<file path="config.mk">
export PLATFORM = sky130hd
export DESIGN_NAME = secure_erase_engine
export DESIGN_NICKNAME = d
export VERILOG_FILES = /design/src/rtl/erase_pkg.sv /design/src/rtl/erase_lfsr.sv /design/src/rtl/erase_map.sv /design/src/rtl/erase_linebuf.sv /design/src/rtl/secure_erase_engine.sv
export SDC_FILE = /design/constraint.sdc
export NUM_CORES = 1
export LEC_CHECK = 0
export CAP_MARGIN = 20
export CORE_MARGIN = 4
export CORE_UTILIZATION = 57
export CTS_CLUSTER_DIAMETER = 30
export CTS_CLUSTER_SIZE = 25
export DETAILED_ROUTE_END_ITERATION = 16
export GPL_ROUTABILITY_DRIVEN = 0
export HOLD_SLACK_MARGIN = 0.08
export PLACE_DENSITY = 0.78
export SYNTH_ARGS = -nofsm -noshare
export SYNTH_HDL_FRONTEND = slang
export SYNTH_HIERARCHICAL = 1
export SYNTH_SLANG_ARGS = --single-unit
</file>
<file path="constraint.sdc">
create_clock -name clk -period 5.2 [get_ports clk]
set_clock_uncertainty 0.15 [all_clocks]
set_input_delay 1.04 -clock clk [delete_from_list [all_inputs] [get_ports clk]]
set_output_delay 1.04 -clock clk [all_outputs]
set_load 0.02 [all_outputs]
</file>
<file path="src/rtl/erase_pkg.sv">
package erase_pkg;

  typedef enum logic [1:0] {
    ST_OK       = 2'b00,
    ST_NOTFOUND = 2'b01,
    ST_VFAIL    = 2'b10,
    ST_REFUSED  = 2'b11
  } erase_status_e;

  typedef enum logic [2:0] {
    S_IDLE,
    S_LOOKUP,
    S_SNAP,
    S_WRITE,
    S_VERIFY,
    S_DRAIN,
    S_RESP
  } erase_state_e;

  localparam logic [31:0] LFSR_TAPS_32 = 32'h80200003;
  localparam logic [31:0] LFSR_SEED_32 = 32'hACE12468;

endpackage

</file>
<file path="src/rtl/erase_lfsr.sv">
module erase_lfsr #(
  parameter int          W    = 32,
  parameter logic [W-1:0] SEED = 32'hACE12468,
  parameter logic [W-1:0] TAPS = 32'h80200003
) (
  input  logic         clk,
  input  logic         rst_n,
  input  logic         step,
  output logic [W-1:0] value
);

  logic [W-1:0] state_q;

  always_ff @(posedge clk) begin
    if (!rst_n) begin
      state_q <= SEED;
    end else if (step) begin
      state_q <= (state_q >> 1) ^ (state_q[0] ? TAPS : '0);
    end
  end

  assign value = state_q;

endmodule

</file>
<file path="src/rtl/erase_map.sv">
module erase_map #(
  parameter int LA_W = 3,
  parameter int PL_W = 4
) (
  input  logic            clk,
  input  logic            rst_n,
  input  logic            wr_en,
  input  logic [LA_W-1:0] wr_idx,
  input  logic [PL_W-1:0] wr_pline,
  input  logic            wr_valid,
  input  logic [LA_W-1:0] rd_idx,
  output logic            rd_valid,
  output logic [PL_W-1:0] rd_pline
);

  localparam int ENTRIES = 1 << LA_W;

  logic [ENTRIES-1:0] valid_q;
  logic [PL_W-1:0]    pline_q [ENTRIES];

  for (genvar e = 0; e < ENTRIES; e++) begin : g_entry
    always_ff @(posedge clk) begin
      if (!rst_n) begin
        valid_q[e] <= 1'b0;
        pline_q[e] <= '0;
      end else if (wr_en && (wr_idx == LA_W'(e))) begin
        valid_q[e] <= wr_valid;
        pline_q[e] <= wr_pline;
      end
    end
  end

  assign rd_valid = valid_q[rd_idx];
  assign rd_pline = pline_q[rd_idx];

endmodule

</file>
<file path="src/rtl/erase_linebuf.sv">
module erase_linebuf #(
  parameter int WORDS = 8,
  parameter int DW    = 32
) (
  input  logic                     clk,
  input  logic                     old_we,
  input  logic [$clog2(WORDS)-1:0] old_idx,
  input  logic [DW-1:0]            old_data,
  input  logic                     new_we,
  input  logic [$clog2(WORDS)-1:0] new_idx,
  input  logic [DW-1:0]            new_data,
  input  logic [$clog2(WORDS)-1:0] chk_idx,
  input  logic [DW-1:0]            chk_data,
  output logic                     chk_bad
);

  localparam int WI_W = $clog2(WORDS);

  logic [DW-1:0] old_q [WORDS];
  logic [DW-1:0] new_q [WORDS];

  for (genvar w = 0; w < WORDS; w++) begin : g_word
    always_ff @(posedge clk) begin
      if (old_we && (old_idx == WI_W'(w))) old_q[w] <= old_data;
      if (new_we && (new_idx == WI_W'(w))) new_q[w] <= new_data;
    end
  end

  // A readback word is bad if the old word survived or the new word did not land.
  assign chk_bad = (chk_data == old_q[chk_idx]) || (chk_data != new_q[chk_idx]);

endmodule

</file>
<file path="src/rtl/secure_erase_engine.sv">
module secure_erase_engine
  import erase_pkg::*;
#(
  parameter int LA_W  = 3,
  parameter int PL_W  = 4,
  parameter int WORDS = 8,
  parameter int DW    = 32
) (
  input  logic                  clk,
  input  logic                  rst_n,
  input  logic                  map_we,
  input  logic [LA_W-1:0]       map_laddr,
  input  logic [PL_W-1:0]       map_pline,
  input  logic                  map_valid,
  input  logic                  media_inplace,
  input  logic                  req_valid,
  output logic                  req_ready,
  input  logic [LA_W-1:0]       req_laddr,
  input  logic                  req_host_rand,
  input  logic [WORDS*DW-1:0]   req_line,
  output logic                  rsp_valid,
  input  logic                  rsp_ready,
  output logic [1:0]            rsp_status,
  output logic                  mem_en,
  output logic                  mem_we,
  output logic [PL_W+$clog2(WORDS)-1:0] mem_addr,
  output logic [DW-1:0]         mem_wdata,
  input  logic [DW-1:0]         mem_rdata
);

  localparam int WI_W   = $clog2(WORDS);
  localparam int LINE_W = WORDS * DW;

  erase_state_e    state_q;
  logic [LA_W-1:0] laddr_q;
  logic            host_q;
  logic [LINE_W-1:0] line_q;
  logic [PL_W-1:0] pline_q;
  logic [WI_W-1:0] cnt_q;
  logic            rd_pend_q;
  logic            rd_verify_q;
  logic [WI_W-1:0] rd_idx_q;
  logic            fail_q;
  erase_status_e   status_q;

  logic            map_hit;
  logic [PL_W-1:0] map_pl;
  logic [DW-1:0]   rnd_word;
  logic [DW-1:0]   wr_word;
  logic            lfsr_step;
  logic            chk_bad;
  logic            bad_now;
  logic            last_word;

  erase_map #(.LA_W(LA_W), .PL_W(PL_W)) u_map (
    .clk      (clk),
    .rst_n    (rst_n),
    .wr_en    (map_we),
    .wr_idx   (map_laddr),
    .wr_pline (map_pline),
    .wr_valid (map_valid),
    .rd_idx   (laddr_q),
    .rd_valid (map_hit),
    .rd_pline (map_pl)
  );

  erase_lfsr #(.W(DW), .SEED(LFSR_SEED_32), .TAPS(LFSR_TAPS_32)) u_lfsr (
    .clk   (clk),
    .rst_n (rst_n),
    .step  (lfsr_step),
    .value (rnd_word)
  );

  erase_linebuf #(.WORDS(WORDS), .DW(DW)) u_buf (
    .clk      (clk),
    .old_we   (rd_pend_q && !rd_verify_q),
    .old_idx  (rd_idx_q),
    .old_data (mem_rdata),
    .new_we   (state_q == S_WRITE),
    .new_idx  (cnt_q),
    .new_data (wr_word),
    .chk_idx  (rd_idx_q),
    .chk_data (mem_rdata),
    .chk_bad  (chk_bad)
  );

  always_comb begin
    wr_word   = host_q ? line_q[cnt_q*DW +: DW] : rnd_word;
    lfsr_step = (state_q == S_WRITE) && !host_q;
    bad_now   = rd_pend_q && rd_verify_q && chk_bad;
    last_word = (cnt_q == WI_W'(WORDS - 1));
  end

  assign req_ready  = (state_q == S_IDLE);
  assign rsp_valid  = (state_q == S_RESP);
  assign rsp_status = status_q;
  assign mem_en     = (state_q == S_SNAP) || (state_q == S_WRITE) || (state_q == S_VERIFY);
  assign mem_we     = (state_q == S_WRITE);
  assign mem_addr   = {pline_q, cnt_q};
  assign mem_wdata  = wr_word;

  // Read return tracking: data of a read issued this cycle arrives next cycle.
  always_ff @(posedge clk) begin
    if (!rst_n) begin
      rd_pend_q   <= 1'b0;
      rd_verify_q <= 1'b0;
      rd_idx_q    <= '0;
    end else begin
      rd_pend_q   <= (state_q == S_SNAP) || (state_q == S_VERIFY);
      rd_verify_q <= (state_q == S_VERIFY);
      rd_idx_q    <= cnt_q;
    end
  end

  always_ff @(posedge clk) begin
    if (!rst_n) begin
      state_q  <= S_IDLE;
      laddr_q  <= '0;
      host_q   <= 1'b0;
      line_q   <= '0;
      pline_q  <= '0;
      cnt_q    <= '0;
      fail_q   <= 1'b0;
      status_q <= ST_OK;
    end else begin
      unique case (state_q)
        S_IDLE: begin
          if (req_valid) begin
            laddr_q <= req_laddr;
            host_q  <= req_host_rand;
            line_q  <= req_line;
            state_q <= S_LOOKUP;
          end
        end
        S_LOOKUP: begin
          cnt_q  <= '0;
          fail_q <= 1'b0;
          if (!map_hit) begin
            status_q <= ST_NOTFOUND;
            state_q  <= S_RESP;
          end else if (!host_q && !media_inplace) begin
            status_q <= ST_REFUSED;
            state_q  <= S_RESP;
          end else begin
            pline_q <= map_pl;
            state_q <= S_SNAP;
          end
        end
        S_SNAP: begin
          cnt_q <= cnt_q + 1'b1;
          if (last_word) state_q <= S_WRITE;
        end
        S_WRITE: begin
          cnt_q <= cnt_q + 1'b1;
          if (last_word) state_q <= S_VERIFY;
        end
        S_VERIFY: begin
          cnt_q  <= cnt_q + 1'b1;
          fail_q <= fail_q | bad_now;
          if (last_word) state_q <= S_DRAIN;
        end
        S_DRAIN: begin
          status_q <= (fail_q || bad_now) ? ST_VFAIL : ST_OK;
          state_q  <= S_RESP;
        end
        S_RESP: begin
          if (rsp_ready) state_q <= S_IDLE;
        end
        default: state_q <= S_IDLE;
      endcase
    end
  end

endmodule

</file>
After elaboration in Yosys (flattened, before gate mapping). Memory sizes are Yosys's and may differ from the RTL's. A register that Yosys moved wholly into a read port is not among the register bits. Index checks and enable logic that the tools add are counted.

Flip-flop bits (word level): 314. Latch bits: 0. Bits in writable memories: 544. Memory bits (read-only): 0. Output and inout bits: 45. Logic and storage cells: 262. Memories kept: 3.

Memory list: u_buf.new_q (words 8, width 32, rd ports 1, clocked after Yosys merged registers in 1, wr ports 1, RTL line erase_linebuf.sv:20) `logic [DW-1:0] new_q [WORDS];`; u_buf.old_q (words 8, width 32, rd ports 1, clocked after Yosys merged registers in 1, wr ports 1, RTL line erase_linebuf.sv:19) `logic [DW-1:0] old_q [WORDS];`; u_map.pline_q (words 8, width 4, rd ports 1, clocked after Yosys merged registers in 1, wr ports 8, RTL line erase_map.sv:19) `logic [PL_W-1:0] pline_q [ENTRIES];`.

$add $sub $neg: 1. Multiply operators: 0. Div/mod/pow operators: 0. $lt $le $gt $ge: 1. Equal/unequal tests: 35. Shift-type cells: 1. Muxes and demuxes: 127. Bitwise operators: 11. Reductions and logical operators: 64.

Operators by type and width (number): 2-to-1 mux 32 bit (16); OR reduction 32 bit (14); variable part select 256 x 9 -> 32 bit (1); 2-to-1 mux 1 bit (72); 2-to-1 mux 3 bit (23); equality test 3 bit, second input constant (15); equality test 32 bit (1); 2-to-1 mux 4 bit (8); inequality test 32 bit (1); bitwise XOR 31 x 32 -> 32 bit (1); logical AND 1 bit (29); equality test 3 x 2 -> 1 bit, second input constant (8); case mux 3 bit (7 select lines) (1); equality test 3 x 1 -> 1 bit, second input constant (4); zero test 3 bit (4); OR 1 bit (9); inequality test 2 bit, second input constant (4); 2-to-1 mux 2 bit (3); case mux 3 bit (2 select lines) (1); nonzero test 2 bit (3); logical OR 1 bit (5); AND reduction 5 bit (1); zero test 1 bit (4); < comparator 3 x 4 -> 1 bit, second input constant (1); 10 further kinds (11).

Depth between registers and ports, before layout.
Depth after elaboration: 13. Depth in mapped cells: 14. Mapped depth without buffers: 11.

Modules after synthesis. The synthesis kept the hierarchy.

Modules (own cells, without submodules): erase_linebuf (times used 1, cells an instance 994, area each 20135.6 sq um, sequential area each 15374.7 sq um); secure_erase_engine (times used 1, cells an instance 1550, area each 12125.4 sq um, sequential area each 5565.3 sq um); erase_map (times used 1, cells an instance 142, area each 1974.4 sq um, sequential area each 1121.1 sq um); erase_lfsr (times used 1, cells an instance 106, area each 1197.4 sq um, sequential area each 640.6 sq um).

Least setup slack after synthesis. OpenSTA, ideal clock, no wires.

Path type: reg2reg. Start: reg state_q[2]. End: mem u_buf.new_q[4][0], enable pin. Setup time: 0.461 ns. Data arrival time: 3.359 ns. Path slack: 1.230 ns. Stages on the path, launching flop included: 6. Clock period less this slack: 3.970 ns. Cell sequence: dfxtp_1 > buf_2 > and2b_1 > and2_1 > nand2_1 > nor3_1.

Longest elaborated chain between the ends: 12.

RTL lines: start: declaration (RTL line secure_erase_engine.sv:34) `erase_state_e state_q;`; start signal: assignment (RTL line secure_erase_engine.sv:117) `state_q <= S_IDLE;`; start signal: assignment (RTL line secure_erase_engine.sv:132) `state_q <= S_LOOKUP;`; start signal: assignment (RTL line secure_erase_engine.sv:140) `state_q <= S_RESP;`; equality test 3 x 2 -> 1 bit *; net mem_we (RTL line secure_erase_engine.sv:25) `output logic mem_we,`; logical AND 1 bit (RTL line erase_linebuf.sv:25) `if (new_we && (new_idx == WI_W'(w))) new_q[w] <= new_data;`; 2-to-1 mux 1 bit (RTL line erase_linebuf.sv:25); 2-to-1 mux 1 bit (implied by the code) (RTL line erase_linebuf.sv:25); OR reduction 32 bit (no line); 2-to-1 mux 3 bit (no line) or 2-to-1 mux 1 bit (tied branches) (7 in a row); end: declaration (RTL line erase_linebuf.sv:20).

The timed path passes the listed nets; every way through them passes the cells marked *.

Worst setup path after layout.
Start: reg cnt_q[1]. End: out mem_wdata[5].

Longest elaborated chain between the ends: 2.

RTL lines: start: declaration (RTL line secure_erase_engine.sv:39) `logic [WI_W-1:0] cnt_q;`; start signal: assignment (RTL line secure_erase_engine.sv:150) `cnt_q <= cnt_q + 1'b1;`; start signal: assignment (RTL line secure_erase_engine.sv:154) `cnt_q <= cnt_q + 1'b1;`; start signal: assignment (RTL line secure_erase_engine.sv:158) `cnt_q <= cnt_q + 1'b1;`; variable part select 256 x 9 -> 32 bit (RTL line secure_erase_engine.sv:88) `wr_word = host_q ? line_q[cnt_q*DW +: DW] : rnd_word;`; 2-to-1 mux 32 bit (RTL line secure_erase_engine.sv:88); end: declaration (RTL line secure_erase_engine.sv:27) `output logic [DW-1:0] mem_wdata,`.

No other way between the ends.

==> results.cfg <==
[detailed_routing]
route.detailed.drc = 0
drt_wl_total_um = 100800
first_pass_iters = 8
num_vias = 24763
drtAntennaViolNets = 0
drt-wirelength-per-cell_um = 24.36
drt-initial-drc-count = 2659
via_per_inst = 5.987

[worst_setup_path]
crit_fanout = 14
startpoint_type = flop
r2r-end = rsp_status[1]
timing.critical_path.arrival_ns = 3.88
path_class = reg2out
reg2reg_from = rd_idx_q[1]
reg2regPathDepth = 12
r2r_setup_slack_ns = 0.97
worst_setup_path_end_kind = output pin
crit_required_ns = 4.01
crit_path_start = cnt_q[1]

[sta]
hold_violations = 0
setup_tns_ns = 0
min_period_ns = 5.067
slew_viol_final = 0
worst_slew_pin_slew_ns = 1.075
rsz0062_at_grt = false
slew_headroom_pct = 27.57
whs_ns = 0.3029
post-route-period-util_pct = 97.43
fin_ws_ns = 0.1334
setup_viol = 0
fmax_mhz = 197.4

[layout]
nFillCells = 3910
final_cell_mix = nand2_1, edfxtp_1, clkdlybuf4s50_1
post-route-util_pct = 72.55
fin_nets = 3484
layout_commonest_cell = nand2_1
multi_input_area_um2 = 11690
areaGrowthSynthToFinish_pct = 26.12
final-seq-area_um2 = 22710
drive_gt1_share_pct = 12.84
layout.cells.non_filler = 4136

[flow_run]
maxCapViolCount = 0

[pwr]
pwr-share-clk_pct = 46.4
p_per_area_nw_per_um2 = 447.5
p_comb_share_pct = 14.0
vdd_drop_max_uv = 286.8
swShare_pct = 26.52
seq_power_share_pct = 39.6
p_leak_nw = 15.10
power_switching_mw = 5.303
intPower_mw = 14.69

[hold_path]
hp-class = reg2reg
hold_end = line_q[214]
hp-start = line_q[214]
whs_path_depth = 2

[synth]
mappedNetlistArea_um2 = 35430
ys.warnings.count = 6
synth.distinct_cells = 57
synth_area_leader_cell = edfxtp_1
synth-main-ff-cell = edfxtp_1
synth_edf_count = 544
synth_area_leaders = edfxtp_1, dfxtp_1, mux2i_1
synth_seq_cells = 862
synth_top_area_share_pct = 46.10
ys_seq_area_share_pct = 64.07
synth.avg_cell_area_um2 = 12.69
synthArstFlopShare_pct = 0
synthesis.instances = 2792
synth_nets = 3100

[global_route]
grt_antenna_before_repair = 5
grt_first_pass_wirelength_um = 150800
grtUsageTotal_pct = 29.91
grt-ovfl-total = 0
grt_pass1_vias = 25430
grt_max_degree = 152

[clocking]
cts_max_level = 4
cts_root_buf = clkbuf_16
insertion_delay_ns = 0.73
path_clk_slew_ns = 0.05
numClockSinks = 862
cts_made_buffers = 143
clockBufferDepth = 3
ctsResizeCount = 0
ctsHoldBuffers = 0
post-cts-setup-buffer-count = 0
cts_tree = yes

[floorplanning]
num_rows = 91
start_util_pct = 57.52
die_area_um2 = 66220
io_pins = 351
coreArea_um2 = 61600
die_y_um = 257.3
die_w_um = 257.3

[placement]
placed_cells = 3856
port_buffers = 350
place_ws_ns = 0.9054
dp_hpwl_um = 64930

[status]
status = finished, final reports clean
kinds of logic (layout without fill, tap and decap cells):
kind of cell / after synthesis / count (layout) / synth area share [%]
buf+inv: 227 / 730 / 3.178
other cells: 0 / 4 / 0
fa+ha+maj: 2 / 2 / 0.07061
flops: 862 / 862 / 64.07
simple gates: 736 / 736 / 8.810
compound gates: 523 / 523 / 8.884
mux: 374 / 374 / 13.31
xor+xnor: 68 / 68 / 1.681
Yosys cell counts (all sizes together) (3+ instances only):
cell,number
nand2,549
edfxtp,544
dfxtp,318
mux2i,294
a21oi,269
a22oi,128
buf,96
clkbuf,95
mux4,74
o21a,63
o21ai,45
nor2,44
and2,37
inv,36
xnor2,35
nand3,34
xor2,33
nand2b,13
nand4,11
nor2b,11
nor4,10
nor3,9
mux2,6
nand3b,4
nand4b,4
a211oi,3
a21boi,3
a31oi,3
or3,3
registers in the layout (all words and copies together), names as in the netlist, 2 cells and up:
register	cells
state_q	3
laddr_q	3
rd_idx_q	3
u_buf/old_q	256
u_map/valid_q	8
u_lfsr/value	32
rsp_status	2
cnt_q	3
pline_q	4
u_map/pline_q	32
line_q	256
u_buf/new_q	256
final cells by class:
type	instances	area share [%]
repair buffers	430	9.570
clock buffers	167	8.419
flip-flops and latches	862	50.83
multi-input cells	1703	26.15
inverters	36	0.3192
clock inverters	97	2.341
well taps	837	2.344
diodes	4	0.02240
per-stage QoR:
step	instance area (um2)	power, mW
floorplan	35430	9.678
global placement	39750	10.69
detailed placement	39770	10.76
CTS	44580	20.04
global route	44690	20.61
finish	44690	20.00
worst max-delay path by stage:
stage,to,cells after the start
2_1_floorplan,u_buf/new_q[4][0],5
3_3_place_gp,mem_wdata[18],6
3_5_place_dp,mem_wdata[8],6
4_1_cts,mem_wdata[8],6
5_1_grt,mem_wdata[3],6
6_report,mem_wdata[5],6
routing by layer:
metal	vias up	track usage [%]	share of wire (%)
met1	12214	36.42	37
met5	-	0	0.019
met3	266	6.367	7.9
met2	1281	50.59	50
li1	11000	-	-
met4	2	15.49	5.2
worst max-delay path: stages, from the launching register on:
cell and delay [ns]:
dfxtp_1 0.66, nor2b_2 0.67, buf_4 0.36, a22oi_1 0.14, nand3_1 0.19, o21ai_0 0.40
clkdlybuf4s50_1 0.73
power by group through the flow:
| stage | logic (mW) | registers (mW) | clock network (mW) |
|---|---|---|---|
| 2_1_floorplan | 1.80 | 7.88 | 0 |
| 3_3_place_gp | 2.66 | 8.04 | 0 |
| 3_5_place_dp | 2.71 | 8.05 | 0 |
| 4_1_cts | 2.75 | 7.92 | 9.36 |
| 5_1_grt | 2.97 | 7.95 | 9.69 |
| 6_report | 2.79 | 7.93 | 9.28 |
No activity file was read; power rests on OpenSTA's default activity.
